<file path="src/rtl/lin_mode_pkg.sv">
package lin_mode_pkg;
  typedef enum logic [2:0] {
    M_UNPOW  = 3'd0,
    M_FSAFE  = 3'd1,
    M_NORMAL = 3'd2,
    M_SILENT = 3'd3,
    M_SLEEP  = 3'd4
  } mode_t;
endpackage

</file>
<file path="src/rtl/lin_sync.sv">
module lin_sync #(
  parameter int W = 2,
  parameter int STAGES = 2,
  parameter logic [W-1:0] RST_VAL = '0
) (
  input  logic         clk,
  input  logic         rst,
  input  logic [W-1:0] din,
  output logic [W-1:0] dout
);
  logic [STAGES-1:0][W-1:0] stg_q;

  always_ff @(posedge clk) begin
    if (rst) begin
      for (int s = 0; s < STAGES; s++) stg_q[s] <= RST_VAL;
    end else begin
      stg_q[0] <= din;
      for (int s = 1; s < STAGES; s++) stg_q[s] <= stg_q[s-1];
    end
  end

  assign dout = stg_q[STAGES-1];
endmodule

</file>
<file path="src/rtl/lin_rst_timer.sv">
module lin_rst_timer #(
  parameter int RST_CYCLES = 200000
) (
  input  logic clk,
  input  logic rst,
  input  logic reload,
  output logic busy
);
  localparam int CW = $clog2(RST_CYCLES + 1);
  localparam logic [CW-1:0] LOAD = CW'(RST_CYCLES);

  logic [CW-1:0] cnt_q;

  always_ff @(posedge clk) begin
    if (rst || reload) cnt_q <= LOAD;
    else if (cnt_q != '0) cnt_q <= cnt_q - 1'b1;
  end

  assign busy = (cnt_q != '0);
endmodule

</file>
<file path="src/rtl/lin_sel_window.sv">
module lin_sel_window #(
  parameter int WIN_CYCLES = 160
) (
  input  logic clk,
  input  logic rst,
  input  logic arm,
  input  logic abort,
  output logic active,
  output logic done
);
  localparam int CW = $clog2(WIN_CYCLES + 1);
  localparam logic [CW-1:0] LOAD = CW'(WIN_CYCLES);
  localparam logic [CW-1:0] LAST = CW'(1);

  logic [CW-1:0] cnt_q;

  always_ff @(posedge clk) begin
    if (rst || abort) cnt_q <= '0;
    else if (arm) cnt_q <= LOAD;
    else if (cnt_q != '0) cnt_q <= cnt_q - 1'b1;
  end

  assign active = (cnt_q != '0);
  assign done   = (cnt_q == LAST) && !abort;
endmodule

</file>
<file path="src/rtl/lin_mode_fsm.sv">
module lin_mode_fsm
  import lin_mode_pkg::*;
(
  input  logic  clk,
  input  logic  rst,
  input  logic  supply_ok,
  input  logic  vreg_uv,
  input  logic  en_s,
  input  logic  txd_s,
  input  logic  wake,
  input  logic  hold,
  input  logic  win_done,
  output mode_t mode_q,
  output logic  wflag_q
);
  mode_t mode_d;
  logic  wflag_d;

  always_comb begin
    mode_d  = mode_q;
    wflag_d = wflag_q;
    if (!supply_ok) begin
      mode_d = M_UNPOW;
    end else begin
      unique case (mode_q)
        M_UNPOW:  mode_d = M_FSAFE;
        M_FSAFE:  if (en_s && !hold && !vreg_uv) mode_d = M_NORMAL;
        M_NORMAL: begin
          if (vreg_uv) mode_d = M_FSAFE;
          else if (win_done) mode_d = txd_s ? M_SILENT : M_SLEEP;
        end
        M_SILENT: begin
          if (vreg_uv) mode_d = M_FSAFE;
          else if (wake) begin
            mode_d  = M_FSAFE;
            wflag_d = 1'b1;
          end else if (en_s) mode_d = M_NORMAL;
        end
        M_SLEEP: begin
          if (wake) begin
            mode_d  = M_FSAFE;
            wflag_d = 1'b1;
          end else if (en_s) mode_d = M_FSAFE;
        end
        default: mode_d = M_FSAFE;
      endcase
    end
    if (mode_d == M_NORMAL || mode_d == M_UNPOW) wflag_d = 1'b0;
  end

  always_ff @(posedge clk) begin
    if (rst) begin
      mode_q  <= M_FSAFE;
      wflag_q <= 1'b0;
    end else begin
      mode_q  <= mode_d;
      wflag_q <= wflag_d;
    end
  end
endmodule

</file>
<file path="src/rtl/lin_mode_ctrl.sv">
module lin_mode_ctrl
  import lin_mode_pkg::*;
#(
  parameter int RST_CYCLES = 200000,
  parameter int WIN_CYCLES = 160,
  parameter int SYNC_STAGES = 2
) (
  input  logic       clk,
  input  logic       rst,
  input  logic       supply_ok,
  input  logic       vreg_uv,
  input  logic       en_pin,
  input  logic       txd_pin,
  input  logic       wake_pulse,
  output logic [2:0] mode_o,
  output logic       tx_en,
  output logic       rx_en,
  output logic       vreg_en,
  output logic       term_en,
  output logic       rxd_low,
  output logic       nres,
  output logic       sel_win
);
  logic [1:0] pins_s;
  logic       en_s, txd_s, en_d;
  logic       en_fall, win_act, win_done, win_abort, busy, reload;
  mode_t      mode_q;
  logic       wflag_q;

  lin_sync #(.W(2), .STAGES(SYNC_STAGES), .RST_VAL(2'b10)) u_sync (
    .clk (clk),
    .rst (rst),
    .din ({txd_pin, en_pin}),
    .dout(pins_s)
  );
  assign en_s  = pins_s[0];
  assign txd_s = pins_s[1];

  always_ff @(posedge clk) begin
    if (rst) en_d <= 1'b0;
    else en_d <= en_s;
  end
  assign en_fall = en_d && !en_s;

  assign win_abort = en_s || (mode_q != M_NORMAL);

  lin_sel_window #(.WIN_CYCLES(WIN_CYCLES)) u_win (
    .clk   (clk),
    .rst   (rst),
    .arm   (en_fall && (mode_q == M_NORMAL)),
    .abort (win_abort),
    .active(win_act),
    .done  (win_done)
  );

  assign reload = (mode_q == M_UNPOW) || (mode_q == M_SLEEP) || vreg_uv;

  lin_rst_timer #(.RST_CYCLES(RST_CYCLES)) u_tmr (
    .clk   (clk),
    .rst   (rst),
    .reload(reload),
    .busy  (busy)
  );

  lin_mode_fsm u_fsm (
    .clk      (clk),
    .rst      (rst),
    .supply_ok(supply_ok),
    .vreg_uv  (vreg_uv),
    .en_s     (en_s),
    .txd_s    (txd_s),
    .wake     (wake_pulse),
    .hold     (busy),
    .win_done (win_done),
    .mode_q   (mode_q),
    .wflag_q  (wflag_q)
  );

  logic reg_on;
  assign reg_on = (mode_q != M_UNPOW) && (mode_q != M_SLEEP);

  always_ff @(posedge clk) begin
    if (rst) begin
      mode_o  <= M_FSAFE;
      tx_en   <= 1'b0;
      rx_en   <= 1'b0;
      vreg_en <= 1'b1;
      term_en <= 1'b1;
      rxd_low <= 1'b0;
      nres    <= 1'b0;
      sel_win <= 1'b0;
    end else begin
      mode_o  <= mode_q;
      tx_en   <= (mode_q == M_NORMAL) && !win_act;
      rx_en   <= (mode_q == M_NORMAL);
      vreg_en <= reg_on;
      term_en <= (mode_q == M_FSAFE) || (mode_q == M_NORMAL);
      rxd_low <= (mode_q == M_SLEEP) || ((mode_q == M_FSAFE) && wflag_q);
      nres    <= reg_on && !busy && !vreg_uv;
      sel_win <= win_act;
    end
  end
endmodule

</file>
<file path="config.mk">
export PLATFORM = sky130hd
export DESIGN_NAME = lin_mode_ctrl
export DESIGN_NICKNAME = d
export VERILOG_FILES = /design/src/rtl/lin_mode_pkg.sv /design/src/rtl/lin_sync.sv /design/src/rtl/lin_rst_timer.sv /design/src/rtl/lin_sel_window.sv /design/src/rtl/lin_mode_fsm.sv /design/src/rtl/lin_mode_ctrl.sv
export SDC_FILE = /design/constraint.sdc
export NUM_CORES = 1
export LEC_CHECK = 0
export ABC_AREA = 1
export BUFFER_PORTS_ARGS = -buffer_cell sky130_fd_sc_hd__buf_4
export CORE_ASPECT_RATIO = 0.8
export CORE_MARGIN = 8
export CORE_UTILIZATION = 40
export CTS_CLUSTER_DIAMETER = 80
export CTS_CLUSTER_SIZE = 20
export DETAILED_ROUTE_END_ITERATION = 16
export PLACE_DENSITY = 0.53
export SLEW_MARGIN = 40
export SYNTH_ARGS = -nofsm -noshare
export SYNTH_HDL_FRONTEND = slang
export SYNTH_SLANG_ARGS = --single-unit
</file>
<file path="constraint.sdc">
create_clock -name clk -period 2.3 [get_ports clk]
set_clock_uncertainty 0.2 [all_clocks]
set_input_delay 0.115 -clock clk [delete_from_list [all_inputs] [get_ports clk]]
set_output_delay 0.115 -clock clk [all_outputs]
set_load 0.1 [all_outputs]
</file>
* Word level (Yosys, flattened, before mapping) *
Cells that the tools add are included.

storage, ports and cells
  output and inout port bits = 10
  logic and storage cells = 76
  bits of input ports = 7
  register bits = 45

operators by class
  reduce and logical (&&, ||, !) cells = 33
  multiplexer cells = 16
  add/subtract/negate cells = 2
  equal/unequal tests = 9

operators by type and width
  operator                                                              count
  3-bit 2-to-1 mux                                                      10
  18-bit nonzero test                                                   1
  18-bit by 1-bit subtractor with 18-bit output, second input constant  1
  8-bit 2-to-1 mux                                                      2
  3-bit one-hot mux with 4 select lines                                 1
  1-bit logical AND                                                     10
  3-bit by 2-bit == test with 1-bit output, second input constant       3
  8-bit by 1-bit == test with 1-bit output, second input constant       1
  1-bit logical OR                                                      8
  8-bit nonzero test                                                    1
  8-bit by 1-bit subtractor with 8-bit output, second input constant    1
  3-bit logical NOT                                                     2
  1-bit logical NOT                                                     5
  2-bit nonzero test                                                    2
  2-bit OR reduction                                                    2
  3-bit by 1-bit == test with 1-bit output, second input constant       1
  3-bit == test, second input constant                                  1
  3-bit by 2-bit != test with 1-bit output, second input constant       1
  3-bit != test, second input constant                                  1
  3-bit AND reduction                                                   1
  3-bit nonzero test                                                    1
  1-bit 2-to-1 mux                                                      2
  2-bit != test, second input constant                                  1
  1-bit one-hot mux with 2 select lines                                 1

* Longest topological paths before layout *
Gate-level depths: netlist of run 1.

  word-level depth = 11
  gate-level depth with buffers = 11

* By module *
From an unflattened synthesis of run 1, not the netlist that was laid out.

second synthesis, totals
  cell total of the unflattened synthesis = 329
  area total of the unflattened synthesis = 2287.2 µm²

modules (own cells, without submodules)
  module          cells an instance  times used  seq. area each (µm²)  area each (µm²)
  lin_rst_timer   158                1           360.3                 1012.2
  lin_sel_window  61                 1           160.2                 464.2
  lin_mode_ctrl   43                 1           220.2                 372.9
  lin_mode_fsm    52                 1           80.1                  309.0
  lin_sync        15                 1           80.1                  128.9

* Least setup slack after synthesis of run 1 *
Ideal clock, no wire load.

  path kind = flip-flop to flip-flop
  from = register u_tmr.cnt_q[0]
  to = register u_tmr.cnt_q[10]
  stages on the path, launching flop included = 10
  period minus slack after synthesis = 1.589 ns
  slack = 0.711 ns
  arrival time = 1.267 ns
  data required time = 1.977 ns
  setup time = 0.123 ns
  path through = dfxtp_1 -> inv_1 -> ha_1 -> nand2_1 -> nor2_2 -> nand2_1 -> nor2_2 -> inv_2 -> o21ai_1 -> nand3_1

on the way
  longest elaborated chain between the ends = 1
  elaborated cells on any way between the ends = 2
  classes of those cells = add/sub (1); reduce/logical (1)

RTL lines
  what                                                                                         line                 source
  start, declared                                                                              lin_rst_timer.sv:12  logic [CW-1:0] cnt_q;
  start signal, assigned                                                                       lin_rst_timer.sv:16  else if (cnt_q != '0) cnt_q <= cnt_q - 1'b1;
  18-bit by 1-bit subtractor with 18-bit output / 18-bit nonzero test (equally long branches)  lin_rst_timer.sv:16

Parallel ways exist; a longest one is shown, timed or not.
A chain may end at the register's enable or synchronous reset.

* Worst setup path after layout of run 1 *
Same ends and word-level chain as after synthesis.

==> summary.txt, run 1 <==
Hold path
  • WHS Path Cells: 5
  • Startpoint of the worst hold path: supply_ok
  • Worst min-delay path endpoint: u_fsm.mode_q[1]
  • Path category of the worst min-delay check: in -> reg

Global routing
  • Number of global-route vias before repair: 1662
  • Grt met2 use: 0.1694
  • Global-route wire length before repair: 7465 um
  • GRT Overall Usage: 0.1141
  • Global-route track usage on met3: 0.03256
  • Initial antenna violation count: 0
  • Met1 routing resource usage after global routing: 0.1560
  • GRT Max-Usage Layer: met2
  • Maximum number of pins on one net before global-route repair: 15
  • Global route overflow: 0

Placement
  • Port bufs: 16
  • Post-place setup slack: 515.6 ps
  • Placer's final routability congestion estimate: about 0.8
  • Dpl hpwl: 3261 um

Critical path
  • Setup crit end kind: flip-flop
  • Type of the setup path with the least slack: reg -> reg
  • Kind of launch point of the worst setup path: flip-flop
  • Cell with the biggest individual delay on the critical path: dfxtp_1
  • Buffers plus inverters on the worst setup path: 2
  • Required time of the worst setup path: 2280 ps
  • Biggest cell delay along the critical path: 300 ps
  • FF-to-FF setup slack: 510 ps
  • Cell-by-cell trace of the critical path: inv_1 -> ha_1 -> nand2_1 -> nor2_2 -> nand2_1 -> nor2_2 -> inv_2 -> o21ai_1 -> nand3_1
  • R2r startpoint: u_tmr.cnt_q[0]
  • End of the worst register-to-register path: u_tmr.cnt_q[10]
  • Data arrival time at the worst-slack endpoint: 1770 ps
  • Top delay family on crit path: simple AND/OR/NAND/NOR gates
  • Length in cells of the worst reg-to-reg path: 9
  • Maximum fanout encountered on the critical timing path: 6

Status
  • Status: finished clean

Clocking
  • CTS tree: yes
  • Deepest level of the CTS H-tree: 2
  • CTS sink cnt: 45
  • Number of buffers on the longest clock path: 2
  • Count of buffers added by post-CTS timing repair for setup: 0
  • Clock tree root buffer cell: clkbuf_8
  • # resized after CTS: 0
  • Clock buffers created by TritonCTS: 5
  • Register clock-pin slew on the reported worst setup and hold paths: around 80 ps
  • Insertion delay of the later-clocked pin in the worst-skew pair: between 200 and 300 ps

Floorplanning
  • Area of the core region: between 5000 and 6000 um^2
  • Overall die area: 7776 um^2
  • I/O Pins: 17
  • Die height: 80.49 um
  • Cell row count: 23
  • Die Span X: 96.61 um
  • Starting density of the core: 0.4153

Synth
  • Area share of and/or/nand/nor cells after synthesis: 0.3327
  • Number of standard cells after synthesis: 274
  • Number of enable-type register cells in the synthesized netlist: 0
  • Post-synthesis register bit count: 45
  • Dominant synthesized flop cell: dfxtp_1
  • Largest family of logic cells by synthesized area: simple AND/OR/NAND/NOR gates
  • Ys Warns: 0
  • Synth cell types: 32
  • Area share of fa/ha/maj cells after synthesis: 0.03008
  • Synthesized area per cell: 7.589 um^2
  • Sequential cell area fraction in the yosys report: 0.4332
  • Synthesized net count: 286
  • Post-synthesis async set-or-reset flop share: 0
  • Netlist Area Pre-Place: 2079 um^2
  • Mux cell area share after synthesis: 0
  • Synth Area in XOR/XNOR: 0.04212
  • Compound-Gate Fraction of Synth Area: 0.09446

Routing
  • Detailed router's first-iteration violation count: 97
  • Total Routed Length: about 4300 um
  • Final ANT Viol Nets: 0
  • Post-DR vias/cell: about 4.7
  • Total number of vias: 1731
  • Residual DRC count: 0
  • Per-cell routed wire length: 11.65 um
  • Detailed Routing Iterations Pass 1: 4

Power
  • Static Leak: ~1.1 nW
  • Areal power density over the cells: 589.3 nW/um^2
  • Total power: roughly 1.4 mW
  • Max VDD drop: 0.3530 mV

STA
  • Least setup slack across all paths after layout: 506.7 ps
  • RSZ-0062 raised after global routing: false
  • Share of the cycle needed by the critical path after routing: 0.7797
  • Slew Limit Headroom: 0.7253
  • Hold violation count in the final report: 0
  • Sum Neg Setup Slack: 0 ps
  • Count of pins over their slew limit: 0
  • Slew @ Worst Pin: 409.9 ps
  • Maximum achievable frequency: 557.6 MHz
  • Final number of setup-violating endpoints: 0
  • Clock period minus final worst setup slack: between 1500 and 2000 ps

Flow run
  • Number of max-cap violations: 0

Cells and area
  • Area growth from synthesis to layout: 16.97%
  • Total Nets Final: 315
  • Share of post-route cells with drive strength above 1: 0.1815
  • Total inserted antenna cells: 0
-- cell type report --
class	instances	area [um^2]
repair buffers	24	197.7
multi-input cells	192	1039
clock buffers	7	86.33
flip-flops and latches	45	900.9
inverters	35	131.4
well taps	62	77.57
fillers	482	2575
-- timing repair --
item                       4_1_cts  5_1_grt
hold buffers                     7        0
hold endpoints to repair        14        0
setup endpoints to repair        0        0
-- cells in the mapped netlist, types with 5 or more instances --
cell type	count	share of area
inv_1	28	0.051
o21ai_1	5	0.012
nor2_2	8	0.024
nand2_1	51	0.092
nand3_1	15	0.036
nor2_1	41	0.074
xor2_1	5	0.021
ha_1	5	0.030
a21oi_1	17	0.041
nor3_1	8	0.019
dfxtp_1	45	0.43
inv_2	7	0.013
xnor2_1	5	0.021
-- flip-flops by register name, summed over array words and instances, names as in the netlist --
| name | flops |
|---|---|
| en_d | 1 |
| mode_o | 3 |
| nres | 1 |
| rx_en | 1 |
| rxd_low | 1 |
| sel_win | 1 |
| term_en | 1 |
| tx_en | 1 |
| u_fsm.mode_q | 3 |
| u_fsm.wflag_q | 1 |
| u_sync.dout | 2 |
| u_sync.stg_q | 2 |
| u_tmr.cnt_q | 18 |
| u_win.cnt_q | 8 |
| vreg_en | 1 |
-- tightest hold or removal path: cells and delay by family --
family	cells	cell delay (ps)
AND/OR/NAND/NOR	3	180
buffers and inverters	2	170
-- cells by family after synthesis --
| family | after synthesis |
|---|---|
| fa+ha+maj | 5 |
| simple gates | 144 |
| buf+inv | 37 |
| flops | 45 |
| xor+xnor | 10 |
| compound gates | 33 |
-- through the flow --
stage / instances / hold WS (ps) / area [um^2] / utilization
floorplan: 274 / 18.81 / 2079 / -
global placement: 351 / 107.4 / 2276 / 0.4545
detailed placement: 351 / 110.7 / 2276 / 0.4545
CTS: 365 / 0.08260 / 2432 / 0.4858
global route: 365 / 13.26 / 2432 / 0.4858
finish: 365 / 21.48 / 2432 / 0.4858
-- routing by layer --
metal,share of wire,wire length (um),vias to the layer above
met5,0,0,-
met4,0.0094,40,0
met3,0.047,198,5
met2,0.39,1649,29
met1,0.56,2366,767
li1,-,-,930
-- worst max-delay path by stage --
stage | startpoint | endpoint | cells after the start
after floorplan | u_tmr.cnt_q[0] | u_tmr.cnt_q[10] | 9
after global placement | u_tmr.cnt_q[0] | u_tmr.cnt_q[10] | 9
after detailed placement | u_tmr.cnt_q[0] | u_tmr.cnt_q[10] | 9
after CTS | u_tmr.cnt_q[0] | u_tmr.cnt_q[10] | 9
after global routing | u_tmr.cnt_q[0] | u_tmr.cnt_q[10] | 9
final | u_tmr.cnt_q[0] | u_tmr.cnt_q[10] | 9
-- where the power goes --
| group | internal, mW | switching, mW |
|---|---|---|
| clock | 0.239 | 0.248 |
| combinational | 0.0480 | 0.0925 |
| sequential | 0.794 | 0.0120 |
| total | 1.08 | 0.353 |
-- placed cells by master (no fill, tap or decap), drive strengths merged --
master / instances
a211oi: 1
a21oi: 18
a31oi: 1
and3: 1
buf: 17
clkbuf: 7
dfxtp: 45
dlygate4sd3: 7
ha: 5
inv: 35
nand2: 55
nand3: 16
nand3b: 2
nand4: 3
nor2: 53
nor3: 11
o21ai: 9
o221ai: 1
o22ai: 1
o31ai: 2
or2: 3
xnor2: 5
xor2: 5
Note: power is estimated with default switching activity, not from simulation.
==> inputs of run 2 (changes only) <==
- ABC_AREA: 1 -> 0
- PLACE_DENSITY: 0.53 -> 0.55
- clock period: 2.3 -> 1.5 ns (I/O delays scaled with it)
==> run 2 against run 1 <==
Against the previous run:
- highest routed layer unchanged
- critical path type unchanged
- register-to-register slack worse by 960 ps
- sequential power rose by 54%
- the run now ends with setup timing left
- sequential cell count unchanged
==> summary.txt, run 2 <==
Clocking
  • Register clock-pin slew on the reported worst setup and hold paths: 80 ps
  • Clock tree root buffer cell: clkbuf_8
  • Insertion delay of the later-clocked pin in the worst-skew pair: a little under 300 ps
  • Deepest level of the CTS H-tree: 2
  • CTS tree: yes
  • Number of buffers on the longest clock path: 2
  • Clock buffers created by TritonCTS: 5
  • CTS sink cnt: 45

Synth
  • Number of enable-type register cells in the synthesized netlist: 0
  • Synth cell types: 51
  • Synthesized area per cell: 9.228 um^2
  • Yosys top cell by area: dfxtp_1
  • Dominant synthesized flop cell: dfxtp_1
  • Main area contributors after synthesis: dfxtp_1 44%, nor2_1 6.0%, xnor2_1 5.5%
  • Post-synthesis register bit count: 45
  • Synthesized net count: 236
  • Number of standard cells after synthesis: about 220
  • Ys Warns: 0
  • Area fraction of the dominant cell type after synthesis: 0.4358
  • Post-synthesis async set-or-reset flop share: 0
  • Most numerous cell types in the synthesized netlist: 45 x dfxtp_1, 33 x nor2_1, 15 x nand2_1
  • Netlist Area Pre-Place: 2067 um^2
  • Sequential cell area fraction in the yosys report: 0.4358
  • Most frequent cell after synthesis: dfxtp_1

Critical path
  • R2r startpoint: u_tmr.cnt_q[0]
  • CP startpoint: u_tmr.cnt_q[0]
  • Critical Path Sink: u_tmr.cnt_q[10]
  • Setup crit end kind: flip-flop
  • Data arrival time at the worst-slack endpoint: 1950 ps
  • End of the worst register-to-register path: u_tmr.cnt_q[10]
  • Required time of the worst setup path: 1490 ps
  • Type of the setup path with the least slack: reg -> reg
  • FF-to-FF setup slack: -460 ps
  • Kind of launch point of the worst setup path: flip-flop
  • Length in cells of the worst reg-to-reg path: 7
  • Maximum fanout encountered on the critical timing path: 4

Cells and area
  • Number of flip-flops under the largest register name: 18
  • Total Nets Final: 326
  • Final core utilization: 0.6617
  • Total inserted antenna cells: 0
  • Share of post-route cells with drive strength above 1: 0.5079
  • Leading cell types in the layout, fill and taps excluded: 73 x buf_4, 32 x dfxtp_1, 26 x nor2_1
  • Area growth from synthesis to layout: 60.29%
  • Commonest non-fill, non-tap cell in the layout: buf_4
  • Register with the most flip-flops: u_tmr.cnt_q
  • Leading registers by flop count: u_tmr.cnt_q x18, u_win.cnt_q x8

Status
  • Status: complete, but fails checks
  • Violations in the final reports: setup timing

Hold path
  • Path category of the worst min-delay check: in -> reg
  • WHS Path Cells: 4

Placement
  • Placer's final routability congestion estimate: 0.8191
  • Post-place setup slack: -483.3 ps
  • Port bufs: 16
  • Dpl hpwl: 3935 um

STA
  • Count of pins over their slew limit: 0
  • Clock period minus final worst setup slack: 1958 ps
  • Slew Limit Headroom: 0.7111
  • Hold violation count in the final report: 0
  • RSZ-0062 raised after global routing: true
  • Maximum achievable frequency: 510.8 MHz
  • Final number of setup-violating endpoints: 32
  • Least setup slack across all paths after layout: -457.6 ps
  • Share of the cycle needed by the critical path after routing: 1.305
  • Slew @ Worst Pin: 432.0 ps

Routing
  • Total Routed Length: 5505 um
  • Residual DRC count: 0
  • Detailed router's first-iteration violation count: roughly 110
  • Post-DR vias/cell: ~5.1
  • Per-cell routed wire length: ~15 um
  • Detailed Routing Iterations Pass 1: 4
  • Final ANT Viol Nets: 0
  • Total number of vias: 1931

Power
  • Total power: 2.354 mW
  • Max VDD drop: 0.4971 mV
  • Static Leak: 1.339 nW
  • Areal power density over the cells: 710.4 nW/um^2

Floorplanning
  • Die height: around 80 um
  • Area of the core region: 5007 um^2
  • Overall die area: a little under 8000 um^2
  • Starting density of the core: 0.4128
  • Die Span X: 96.37 um
  • I/O Pins: 17
  • Cell row count: 23

Global routing
  • Maximum number of pins on one net before global-route repair: 14
  • Global-route wire length before repair: approximately 9000 um
  • GRT Overall Usage: 0.1483
  • Initial antenna violation count: 0
  • Global route overflow: 0
  • Number of global-route vias before repair: 1915

Flow run
  • Number of max-cap violations: 0
## run 2: timing repair
action,CTS,global route
pin swaps,28,32
hold buffers,7,0
gates resized for setup,23,24
buffers inserted,4,6
endpoints found under the hold margin,15,0
setup endpoints to repair,32,33
## run 2: layout make-up
| type | count | area, um^2 |
|---|---|---|
| fill | 409 | 1694 |
| multi-input combinational | 160 | 1395 |
| sequential | 45 | 929.6 |
| timing repair buffer | 92 | 783.3 |
| clock inverter | 2 | 10.01 |
| clock buffer | 6 | 72.57 |
| tap | 62 | 77.57 |
| inverter | 10 | 45.04 |
## run 2: routing by layer
layer,vias to the layer above,GRT usage,wire length [um]
li1,961,-,-
met1,941,0.2036,2704
met2,23,0.2221,2578
met3,6,0.03911,182
met4,0,0.04072,39
met5,-,0,0
## run 2: worst min path at each step
stage | start | endpoint | slack, ps
detailed placement | txd_pin | u_sync.stg_q[1] | 70
global placement | txd_pin | u_sync.stg_q[1] | 60
CTS | vreg_uv | u_fsm.mode_q[0] | -2
global route | vreg_uv | u_tmr.cnt_q[6] | 10
finish | vreg_uv | u_fsm.mode_q[0] | 10
floorplan | rst | mode_o[2] | -50
## run 2: power breakdown
part | total, mW | internal [mW] | switching (mW)
sequential | 1.24 | 1.21 | 0.0270
clock | 0.724 | 0.323 | 0.400
combinational | 0.389 | 0.206 | 0.183
total | 2.35 | 1.74 | 0.610
## run 2: cells by family (layout without fill, tap and decap cells)
group	Yosys count	count (layout)	synth area share
and+or+nand+nor	103	103	0.2754
DFF	45	45	0.4358
AOI/OAI and AO/OA	30	30	0.1271
xor gates and xnor gates	20	20	0.08475
buffers and inverters	19	110	0.03693
adders and majority gates	5	5	0.03027
muxes	2	2	0.009686
## run 2: metrics by stage
step	setup TNS (ps)	instance area, um^2	hold WS [ps]	std cells
floorplan	-5021	2277	-53.39	224
detailed placement	-9110	2897	67.34	352
CTS	-8381	3173	-2.386	371
global route	-11310	3313	14.10	377
finish	-8853	3313	10.77	377
global placement	-8025	2897	60.37	352
## run 2: worst max-delay path, stage by stage (launching register included)
cell and delay, ps:
dfxtp_4 370, inv_4 70, ha_4 120, or3b_4 400
or2_4 270, a2111oi_4 200, xnor2_1 160, nand2_1 70
==> inputs of run 3 (changes only) <==
- CELL_PAD_IN_SITES_DETAIL_PLACEMENT: default -> 1
- CELL_PAD_IN_SITES_GLOBAL_PLACEMENT: default -> 1
- PLACE_DENSITY: 0.55 -> 0.69
==> run 3 against run 2 <==
Against the previous run:
- the flow still finishes with violations (setup timing)
- count of clock-buffer cells in the layout increased by 2
- sequential share of layout area decreased by 0.60 points
- sequential power about the same
- largest cell class unchanged
- highest routed layer unchanged
- maximum frequency decreased by 6.8%
==> summary.txt, run 3 (synthesized netlist as in run 2, its figures left out) <==
Placement
  • Post-place setup slack: -593.9 ps
  • Dpl hpwl: 4758 um
  • Port bufs: 16
  • Placer's final routability congestion estimate: roughly 0.85
  • Dpl cells: 351

Critical path
  • Required time of the worst setup path: 1500 ps
  • Data arrival time at the worst-slack endpoint: 2100 ps
  • Setup crit end kind: flip-flop
  • Maximum fanout encountered on the critical timing path: 4
  • CP startpoint: u_tmr.cnt_q[1]
  • Type of the setup path with the least slack: reg -> reg
  • Kind of launch point of the worst setup path: flip-flop
  • R2r startpoint: u_tmr.cnt_q[1]

Global routing
  • Global route overflow: 0
  • Number of global-route vias before repair: 2176
  • GRT Overall Usage: 0.1877
  • Global-route wire length before repair: 11110 um
  • Initial antenna violation count: 0
  • Maximum number of pins on one net before global-route repair: 14

Cells and area
  • Number of flip-flops under the largest register name: 18
  • Final Instance Count excl. Fillers: approximately 380
  • Share of post-route cells with drive strength above 1: 0.4809
  • Leading cell types in the layout, fill and taps excluded: 72 x buf_4, 36 x dfxtp_1, 28 x nor2_1
  • Layout fillers: approximately 530
  • Leading registers by flop count: u_tmr.cnt_q x18, u_win.cnt_q x8
  • Commonest non-fill, non-tap cell in the layout: buf_4
  • Total Nets Final: approximately 330
  • Total inserted antenna cells: 0
  • Area growth from synthesis to layout: 62.47%
  • Register with the most flip-flops: u_tmr.cnt_q

Floorplanning
  • Die Span X: a little under 100 um
  • Die height: 80.30 um
  • Area of the core region: 5007 um^2
  • Overall die area: slightly below 8000 um^2
  • Starting density of the core: 0.4128
  • I/O Pins: 17
  • Cell row count: 23

Routing
  • Detailed router's first-iteration violation count: 85
  • Total Routed Length: 7868 um
  • Per-cell routed wire length: 20.93 um
  • Total number of vias: 2072
  • Residual DRC count: 0
  • Post-DR vias/cell: 5.511
  • Final ANT Viol Nets: 0
  • Detailed Routing Iterations Pass 1: 4

STA
  • Share of the cycle needed by the critical path after routing: 1.400
  • Final number of setup-violating endpoints: 32
  • Slew Limit Headroom: 0.6060
  • Slew @ Worst Pin: 589.0 ps
  • Smallest hold slack: approximately 29 ps
  • Count of pins over their slew limit: 0
  • Clock period minus final worst setup slack: 2100 ps
  • Least setup slack across all paths after layout: -599.9 ps
  • RSZ-0062 raised after global routing: true
  • Sum Neg Setup Slack: -11950 ps
  • Hold violation count in the final report: 0
  • Maximum achievable frequency: 476.2 MHz

Power
  • Clk network pwr share: 0.318
  • Total power: 2.470 mW
  • Internal Pwr Total: 1.810 mW
  • Proportion of total power due to net switching: 0.2671
  • Combinational Power Share: 0.176
  • Static Leak: 1.340 nW
  • Switching Power: 659.8 uW
  • Sequential share of power: 0.506
  • Areal power density over the cells: 735.5 nW/um^2
  • Max VDD drop: 0.5803 mV

Clocking
  • Clock buffers created by TritonCTS: 5
  • Insertion delay of the later-clocked pin in the worst-skew pair: about 300 ps
  • CTS tree: yes
  • Clock tree root buffer cell: clkbuf_8
  • Deepest level of the CTS H-tree: 2
  • Register clock-pin slew on the reported worst setup and hold paths: 90 ps
  • CTS sink cnt: between 40 and 50
  • Number of buffers on the longest clock path: 2

Status
  • Violations in the final reports: setup timing
  • Status: complete, but fails checks

Flow run
  • Number of max-cap violations: 0

Hold path
  • Startpoint of the worst hold path: rst
  • Path category of the worst min-delay check: in -> reg
[run 3: changes by cell type in the layout (fill, tap and decap cells not counted), moves of 2 or more]
cell	delta
nor2_1	+2
a211oi_4	+2
a211oi_1	+2
nor2_2	-2
a21oi_2	-2
a21oi_4	+2
dfxtp_2	-3
clkinv_2	-2
dfxtp_1	+4
buf_6	+2
a211oi_2	-4
[run 3: layer usage]
metal	up-vias	wire length (um)	global-route usage
li1	962	-	-
met1	1033	3334	0.2284
met2	50	3985	0.3200
met3	27	237	0.03724
met4	0	312	0.06637
met5	-	0	0
[run 3: critical path: stages, from the launching register on]
cell	delay [ps]
dfxtp_4	370
inv_4	70
buf_4	110
ha_4	110
or3b_4	420
or2_4	270
a2111oi_4	220
xnor2_1	160
nand2_1	60
[run 3: final timing paths]
check                           cells past startpoint         endpoint  slack, ps
worst min register to register                      1   u_sync.dout[0]        260
worst min-delay path                                4   u_win.cnt_q[5]         30
worst max-delay path                                8  u_tmr.cnt_q[10]       -600
worst max register to register                      8  u_tmr.cnt_q[10]       -600
[run 3: power groups by stage]
stage | Combinational [mW] | Sequential (mW) | Clock [mW]
finish | 0.436 | 1.25 | 0.786
global route | 0.456 | 1.25 | 0.853
CTS | 0.368 | 1.24 | 0.795
detailed placement | 0.322 | 1.28 | 0
global placement | 0.306 | 1.27 | 0
floorplan | 0.169 | 1.30 | 0
[run 3: cell type report]
| type | count | area, um^2 | area share |
|---|---|---|---|
| Clock buffer | 8 | 90.09 | 0.02683 |
| Tap cell | 62 | 77.57 | 0.02310 |
| Timing Repair Buffer | 91 | 763.2 | 0.2273 |
| Inverter | 10 | 45.04 | 0.01341 |
| Sequential cell | 45 | 922.1 | 0.2746 |
| Multi-Input combinational cell | 160 | 1460 | 0.4348 |
[run 3: per-stage QoR]
| step | area (um^2) | util |
|---|---|---|
| after floorplan | 2277 | - |
| after global placement | 2877 | 0.5745 |
| after detailed placement | 2877 | 0.5745 |
| after CTS | 3181 | 0.6352 |
| after global routing | 3358 | 0.6707 |
| final | 3358 | 0.6707 |
[run 3: timing repair]
action	in CTS	in global routing
gates resized for setup	21	25
endpoints found under the setup margin	32	33
hold endpoints to repair	17	0
pin swaps	22	23
hold buffers	7	0
buffers inserted	8	3
